File: src/rtl/rank_lp_pkg.sv
package rank_lp_pkg;

  localparam int unsigned CNT_W_MAX = 16;

  typedef enum logic [1:0] {
    PS_ACTIVE = 2'd0,
    PS_PDOWN  = 2'd1,
    PS_SREF   = 2'd2
  } pwr_state_e;

  // Modes that request some form of power-down; 4 and 5 behave as none.
  function automatic logic mode_allows_pd(input logic [2:0] mode);
    case (mode)
      3'd1, 3'd2, 3'd3, 3'd6, 3'd7: mode_allows_pd = 1'b1;
      default:                      mode_allows_pd = 1'b0;
    endcase
  endfunction

  function automatic logic mode_drops_dll(input logic [2:0] mode);
    mode_drops_dll = (mode == 3'd6) || (mode == 3'd7);
  endfunction

  // True when this idle cycle (counted cycles plus the current one)
  // reaches the threshold; a zero threshold acts as one.
  function automatic logic idle_reached(input logic [CNT_W_MAX-1:0] counted,
                                        input logic [CNT_W_MAX-1:0] thresh);
    logic [CNT_W_MAX:0] run;
    logic [CNT_W_MAX:0] lim;
    run = {1'b0, counted} + {{CNT_W_MAX{1'b0}}, 1'b1};
    lim = (thresh == '0) ? {{CNT_W_MAX{1'b0}}, 1'b1} : {1'b0, thresh};
    idle_reached = (run >= lim);
  endfunction

endpackage

File: src/rtl/rank_idle_counter.sv
module rank_idle_counter
  import rank_lp_pkg::*;
#(
  parameter int unsigned W = 8
) (
  input  logic         clk,
  input  logic         rst_n,
  input  logic         busy,
  input  logic [W-1:0] thresh,
  output logic         hit
);

  logic [W-1:0]         cnt_q;
  logic [CNT_W_MAX-1:0] cnt_ext;
  logic [CNT_W_MAX-1:0] thr_ext;

  always_ff @(posedge clk) begin
    if (!rst_n) begin
      cnt_q <= '0;
    end else if (busy) begin
      cnt_q <= '0;
    end else if (cnt_q != {W{1'b1}}) begin
      cnt_q <= cnt_q + 1'b1;
    end
  end

  always_comb begin
    cnt_ext = '0;
    thr_ext = '0;
    cnt_ext[W-1:0] = cnt_q;
    thr_ext[W-1:0] = thresh;
    hit = !busy && idle_reached(cnt_ext, thr_ext);
  end

endmodule

File: src/rtl/rank_lp_fsm.sv
module rank_lp_fsm
  import rank_lp_pkg::*;
(
  input  logic       clk,
  input  logic       rst_n,
  input  logic       busy,
  input  logic       pd_hit,
  input  logic       sr_hit,
  output pwr_state_e state,
  output logic       enter_pulse,
  output logic       exit_pulse
);

  pwr_state_e state_q, state_d;
  logic       ent_q, ext_q;

  always_comb begin
    state_d = state_q;
    if (busy) begin
      state_d = PS_ACTIVE;
    end else begin
      case (state_q)
        PS_ACTIVE: begin
          if (sr_hit)      state_d = PS_SREF;
          else if (pd_hit) state_d = PS_PDOWN;
        end
        PS_PDOWN: begin
          if (sr_hit) state_d = PS_SREF;
        end
        default: state_d = state_q;
      endcase
    end
  end

  always_ff @(posedge clk) begin
    if (!rst_n) begin
      state_q <= PS_ACTIVE;
      ent_q   <= 1'b0;
      ext_q   <= 1'b0;
    end else begin
      state_q <= state_d;
      ent_q   <= (state_d != PS_ACTIVE) && (state_d != state_q);
      ext_q   <= (state_d == PS_ACTIVE) && (state_q != PS_ACTIVE);
    end
  end

  assign state       = state_q;
  assign enter_pulse = ent_q;
  assign exit_pulse  = ext_q;

endmodule

File: src/rtl/rank_lp_ctrl.sv
module rank_lp_ctrl
  import rank_lp_pkg::*;
#(
  parameter int unsigned PD_W = 8,
  parameter int unsigned SR_W = 16
) (
  input  logic            clk,
  input  logic            rst_n,
  input  logic            txn_pending,
  input  logic [2:0]      pd_mode,
  input  logic [PD_W-1:0] pd_idle_cycles,
  input  logic            sr_enable,
  input  logic [SR_W-1:0] sr_idle_cycles,
  output logic [1:0]      pwr_state,
  output logic            cke,
  output logic            dll_off,
  output logic            enter_pulse,
  output logic            exit_pulse,
  output logic            txn_go
);

  // Named internal events, visible to the bound checker.
  logic       pd_cnt_hit;
  logic       sr_cnt_hit;
  logic       pd_hit;
  logic       sr_hit;
  pwr_state_e state;

  rank_idle_counter #(.W(PD_W)) u_pd_cnt (
    .clk    (clk),
    .rst_n  (rst_n),
    .busy   (txn_pending),
    .thresh (pd_idle_cycles),
    .hit    (pd_cnt_hit)
  );

  rank_idle_counter #(.W(SR_W)) u_sr_cnt (
    .clk    (clk),
    .rst_n  (rst_n),
    .busy   (txn_pending),
    .thresh (sr_idle_cycles),
    .hit    (sr_cnt_hit)
  );

  assign pd_hit = pd_cnt_hit && mode_allows_pd(pd_mode);
  assign sr_hit = sr_cnt_hit && sr_enable;

  rank_lp_fsm u_fsm (
    .clk         (clk),
    .rst_n       (rst_n),
    .busy        (txn_pending),
    .pd_hit      (pd_hit),
    .sr_hit      (sr_hit),
    .state       (state),
    .enter_pulse (enter_pulse),
    .exit_pulse  (exit_pulse)
  );

  assign pwr_state = state;
  assign cke       = (state == PS_ACTIVE);
  assign dll_off   = (state == PS_PDOWN) && mode_drops_dll(pd_mode);
  assign txn_go    = txn_pending && (state == PS_ACTIVE);

endmodule

File: config.mk
export PLATFORM = sky130hd
export DESIGN_NAME = rank_lp_ctrl
export DESIGN_NICKNAME = d
export VERILOG_FILES = /design/src/rtl/rank_lp_pkg.sv /design/src/rtl/rank_idle_counter.sv /design/src/rtl/rank_lp_fsm.sv /design/src/rtl/rank_lp_ctrl.sv
export SDC_FILE = /design/constraint.sdc
export NUM_CORES = 1
export LEC_CHECK = 0
export ABC_AREA = 1
export ABC_CLOCK_PERIOD_IN_PS = 3100
export BUFFER_PORTS_ARGS = -buffer_cell sky130_fd_sc_hd__buf_4
export CORE_MARGIN = 1.5
export CORE_UTILIZATION = 46
export DETAILED_ROUTE_END_ITERATION = 12
export GPL_ROUTABILITY_DRIVEN = 0
export MAX_ROUTING_LAYER = met4
export PLACE_DENSITY = 0.64
export SYNTH_ARGS = -nofsm -noshare
export SYNTH_HDL_FRONTEND = slang
export SYNTH_SLANG_ARGS = --single-unit
export TNS_END_PERCENT = 30
File: constraint.sdc
create_clock -name clk -period 3.1 [get_ports clk]
set_input_delay 0.31 -clock clk [delete_from_list [all_inputs] [get_ports clk]]
set_output_delay 0.31 -clock clk [all_outputs]
set_load 0.05 [all_outputs]
# Word level (Yosys, flattened, before mapping)
# Index checks and enable logic that the tools add are counted.
[totals]
word_cells = 47
input_bits = 31
regBits = 28
[classes]
addsub = 4
reduce_logical = 18
n_mux = 8
magnitude_cmp = 2
n_eq_ne = 9
n_bitwise = 1
[op_table]
columns = ["operator", "n"]
rows = [
  ["17-bit >= comparator", 2],
  ["16-bit by 1-bit adder with 17-bit output (second input constant)", 1],
  ["16-bit by 1-bit adder with 16-bit output (second input constant)", 1],
  ["16-bit zero test", 1],
  ["16-bit 2-to-1 mux", 1],
  ["16-bit inequality test (second input constant)", 1],
  ["8-bit by 1-bit adder with 9-bit output (second input constant)", 1],
  ["8-bit by 1-bit adder with 8-bit output (second input constant)", 1],
  ["1-bit logical AND", 8],
  ["8-bit zero test", 1],
  ["2-bit 2-to-1 mux", 4],
  ["8-bit 2-to-1 mux", 1],
  ["8-bit inequality test (second input constant)", 1],
  ["3-bit by 2-bit equality test with 1-bit output (second input constant)", 2],
  ["3-bit equality test (second input constant)", 2],
  ["5-bit OR reduction", 1],
  ["2-bit zero test", 2],
  ["2-bit one-hot mux with 2 select lines", 1],
  ["2-bit nonzero test", 2],
  ["3-bit by 1-bit equality test with 1-bit output (second input constant)", 1],
  ["2-bit by 1-bit equality test with 1-bit output (second input constant)", 1],
  ["2-bit inequality test", 1],
  ["2-bit OR reduction", 1],
  ["1-bit zero test", 1],
  ["3 further kinds", 3],
]

# Logic depth before layout (Yosys ltp)
[depth]
word_depth = 11
ltp_mapped = 24
mapped_depth_nobuf = 24

# Hierarchy
# A second synthesis with hierarchy kept.
[unflattened]
cells_unflattened = 326
hier_area_um2 = 2255.9
[by_module_without_submodules]
columns = ["mod", "n_inst", "seq_area_each_um2", "cells_per_inst", "area_per_inst_um2"]
rows = [
  ["rank_idle_counter (u_sr_cnt)", 1, 320.3, 203, 1383.8],
  ["rank_idle_counter (u_pd_cnt)", 1, 160.2, 89, 651.9],
  ["rank_lp_fsm", 1, 80.1, 23, 162.7],
  ["rank_lp_ctrl", 1, 0.0, 11, 57.6],
]

# Worst setup path after synthesis
# OpenSTA, ideal clock, no wires.
[synth_path]
path_type = "register -> register"
start = "register u_sr_cnt.cnt_q[0], in the netlist u_sr_cnt.cnt_ext[0]"
end = "register u_fsm.ext_q, in the netlist u_fsm.exit_pulse"
required_ns = 2.989
path_buffers = 0
setup_slack_ns = 0.427
synth_period_minus_slack_ns = 2.673
arrival_time_ns = 2.562
path_stages_with_launch = 22
setup_ns = 0.111
path_cell_list = "dfxtp_1 > ha_1 > nand3_2 > nor2_2 > inv_1 > nor2_1 > inv_1 > nor2_1 > xor2_1 > inv_1 > ha_1 > nand2_1 > nor3_1 > nand4_2 > inv_1 > nand3b_1 > nand3_2 > nand2_2 > nand2_2 > nand2_4 > nand2_2 > nor2_2"
[synth_between]
elab_chain_cells = 9
[synth_lines]
columns = ["element", "line_no", "source"]
rows = [
  ["start: declaration", "rank_idle_counter.sv:13", "logic [W-1:0] cnt_q;"],
  ["start signal: assignment", "rank_idle_counter.sv:23", "cnt_q <= cnt_q + 1'b1;"],
  ["16-bit by 1-bit adder with 17-bit output (*)", "rank_lp_pkg.sv:29", "run = {1'b0, counted} + {{CNT_W_MAX{1'b0}}, 1'b1};"],
  ["17-bit >= comparator (*)", "rank_lp_pkg.sv:31", "idle_reached = (run >= lim);"],
  ["1-bit logical AND (*)", "rank_idle_counter.sv:32", "hit = !busy && idle_reached(cnt_ext, thr_ext);"],
  ["1-bit logical AND (*)", "rank_lp_ctrl.sv:46", "assign sr_hit = sr_cnt_hit && sr_enable;"],
  ["2-bit 2-to-1 mux, on equally long branches", "rank_lp_fsm.sv:28, rank_lp_fsm.sv:24", ""],
  ["2-bit one-hot mux with 2 select lines (*)", "rank_lp_fsm.sv:22", "case (state_q)"],
  ["2-bit 2-to-1 mux (*)", "rank_lp_fsm.sv:19", "if (busy) begin"],
  ["2-bit zero test (*)", "rank_lp_fsm.sv:43", "ext_q <= (state_d == PS_ACTIVE) && (state_q != PS_ACTIVE);"],
  ["1-bit logical AND (*)", "rank_lp_fsm.sv:43", ""],
  ["end signal: assignment", "rank_lp_fsm.sv:43", ""],
  ["end: declaration", "rank_lp_fsm.sv:15", "logic ent_q, ext_q;"],
]
# Mark *: on every way between the ends. The rest lies on a longest branch, timed or not.
# A chain may end at the register's enable or synchronous reset.

# Worst setup path after layout
[layout_path]
start = "register u_sr_cnt.cnt_q[1], in the netlist u_sr_cnt.cnt_ext[1]"
end = "register u_fsm.ext_q, in the netlist u_fsm.exit_pulse"
# The elaborated chain is that of the path after synthesis.

==> results.toml <==
[logic_synthesis]
synth.distinct_cells = 35
syn_inst = 317
syn_nets = 374
yosysMostFrequentCell = "inv_1"
ys_warn_count = 0
ys_top_cells_by_area = "dfxtp_1, ha_1, inv_1"
ys_ff_latch = 28
syn_avg_cell_area_um2 = 6.93
yosysSeqAreaShare_pct = 25.5
syn_area_um2 = 2200
yosysTopAreaCell = "dfxtp_1"
synthSimpleGateAreaFrac_pct = 30.1
synth_fa_ha_area_share_pct = 14.8
synth_edf_count = 0
synth-xor-area-share_pct = 6.72
yosys-top-cells-count = "inv_1, nand2_1, nor2_1"
synth_top_family_by_area = "simple AND/OR/NAND/NOR gates"
ys.flop_type = "dfxtp_1"
synth_compound_area_share_pct = 9.91
synth.top_cell.area_share_pct = 25.5
async_flop_share_pct = 0
synthMuxAreaShare_pct = 0

[sta]
fin_crit_sh_pct = 92.3
fin_crit_ns = 2.86
hold_ws_ns = 0.297
finalSetupTns_ns = 0
worst_slack_ns = 0.238
maxSlewHeadroom_pct = 55.4
rsz0062_at_grt = "false"
tightest_slew_ns = 0.667
fmax_ghz = 0.349
skew_ns = 0.00698
hold_viol = 0
slew_violations = 0
finalSetupViolCount = 0

[critical_path]
reg2reg_slack_ns = 0.24
worst-path-buf-inv = 3
path_common_cell = "nand2_1"
critPathTopFamily = "simple AND/OR/NAND/NOR gates"
crit_fanout = 4
cp_cell_sequence = "ha_1 -> nand3_2 -> nor2_4 -> inv_1 -> nor2_1 -> inv_1 -> nor2_1 -> xor2_1 -> inv_1 -> ha_1 -> nand2_1 -> o21bai_1 -> nand2_1 -> nand4_1 -> nand2_1 -> nor2_2 -> nand3_2 -> nand2_2 -> nand2_1 -> nand2_2 -> nor2_2"
reg2reg_from = "u_sr_cnt.cnt_ext[1]"
cp.required_ns = 3.28
slowest_stage = "dfxtp_1"
worstSetupPathType = "reg -> reg"
reg2regPathDepth = 21
end_kind = "flop"
timing.rr.end = "u_fsm.exit_pulse"
worstPathArrival_ns = 3.04
max_stage_delay_ns = 0.38
cp-start-kind = "flop"

[drt]
routed_wirelength_um = 4360
vias = 1999
post-route-drc-count = 0
vias_per_cell = 4.91
drt-pass1-iter-count = 4
drtIter0Drc = 53
ant_nets = 0
wl_per_cell_um = 10.7

[cells_and_area]
utilization_pct = 58.1
postLayoutCellArea_um2 = 2600
nets = 413
drive_gt1_share_pct = 20.3
fillers = 432
diodes = 0
final_cells = 407
syn2layout_area_growth_pct = 18.3

[power_and_ir_drop]
p_total_mw = 0.686
power_density_nw_per_um2 = 264
vdd_ir_drop_max_v = 0.000124
leakage_nw = 1.48

[placement]
dp.cells = 403
place_ws_ns = 0.153
dp_hpwl_um = 3580
portBuffers = 37
place_area_um2 = 2530

[clock_network]
max-clock-path-buffers = 2
cts_setup_buffers = 0
cts_tree = "built"
clkTransAtPathRegs_ns = 0.09
cts_root_buffer = "clkbuf_8"
cts_max_level = 1
cts_inserted_buffers = 3
clk_latency_ns = 0.27
clkSinkCount = 28

[die]
coreArea_um2 = 4470
die_area_um2 = 5200
die_w_um = 72.1
rows = 24
die_h_um = 72.1
initial_core_util_pct = 49.1
ios = 38

[grt]
overflow = 0
first_global_vias = 1839
grt_pass1_wl_um = 7710
antenna_found_initial = 0
grt_usage_pct = 18.9
grt_max_degree = 16

[worst_hold_path]
hold_path.class = "in -> reg"
holdPathStages = 3
min_from = "rst_n"
hold_path_end = "u_fsm.enter_pulse"

[run_status]
status = "finished clean"

[flow_run]
maxCapViolations = 0
cell usage in the layout (no fill, tap or decap), types with 8 or more instances in the layout:
master | netlist | final
nor2_1 | 40 | 40
nand3_1 | 8 | 8
ha_1 | 26 | 26
o21ai_0 | 10 | 10
buf_4 | 0 | 37
nand2_1 | 45 | 45
a21oi_1 | 17 | 17
inv_1 | 69 | 69
xor2_1 | 8 | 8
dfxtp_1 | 28 | 27
logic make-up (layout without fill, tap and decap cells):
family          Yosys count  in the layout
buf+inv                  75            113
fa+ha+maj                26             26
simple gates            135            135
xor+xnor                 16             16
compound gates           37             37
flops                    28             28
worst reg2reg max path, delay by kind of cell, from the launching register on:
| family | cells | cell delay [ns] |
|---|---|---|
| buf+inv | 3 | 0.19 |
| simple gates | 14 | 1.37 |
| xor+xnor | 1 | 0.18 |
| flops | 1 | 0.38 |
| compound gates | 1 | 0.11 |
| fa+ha+maj | 2 | 0.54 |
per-layer routing:
layer | track usage [%] | vias to the layer above | share of wire (%)
met3 | 2.22 | 4 | 4.4
met2 | 31.5 | 48 | 44
met1 | 24.5 | 866 | 50
met5 | - | - | 0
li1 | - | 1081 | -
met4 | 4.40 | 0 | 0.99
report_power, final:
part           switching [mW]  total [mW]  internal (mW)
Clock                   0.110       0.223          0.114
Combinational          0.0491      0.0969         0.0478
Sequential            0.00311       0.365          0.362
flip-flops by register name, indices dropped and copies added, names as in the netlist:
name	flops
u_pd_cnt.cnt_q	8
u_sr_cnt.cnt_ext	16
u_fsm.enter_pulse	1
u_fsm.exit_pulse	1
u_fsm.state	2
what timing repair did:
item,in CTS,in global routing
hold buffers,0,0
gates resized for setup,0,4
setup endpoints to repair,0,4
final cells by class:
type | count | area (um^2) | area share, %
Inverter | 72 | 270 | 10.4
Clock buffer | 4 | 55.1 | 2.12
Tap cell | 52 | 65.1 | 2.50
Multi-Input combinational cell | 214 | 1370 | 52.7
Sequential cell | 28 | 562 | 21.6
Timing Repair Buffer | 37 | 278 | 10.7
worst max-delay path by stage:
stage	from	endpoint	slack, ns	cells after the start
after CTS	u_sr_cnt.cnt_ext[0]	u_fsm.exit_pulse	0.11	20
after floorplan	u_sr_cnt.cnt_ext[0]	u_fsm.exit_pulse	0.43	21
after detailed placement	u_sr_cnt.cnt_ext[0]	u_fsm.exit_pulse	0.15	21
final	u_sr_cnt.cnt_ext[1]	u_fsm.exit_pulse	0.24	21
after global placement	u_sr_cnt.cnt_ext[0]	u_fsm.exit_pulse	0.22	21
after global routing	u_sr_cnt.cnt_ext[1]	u_fsm.exit_pulse	0.007	21
No activity file was read; power rests on OpenSTA's default activity.
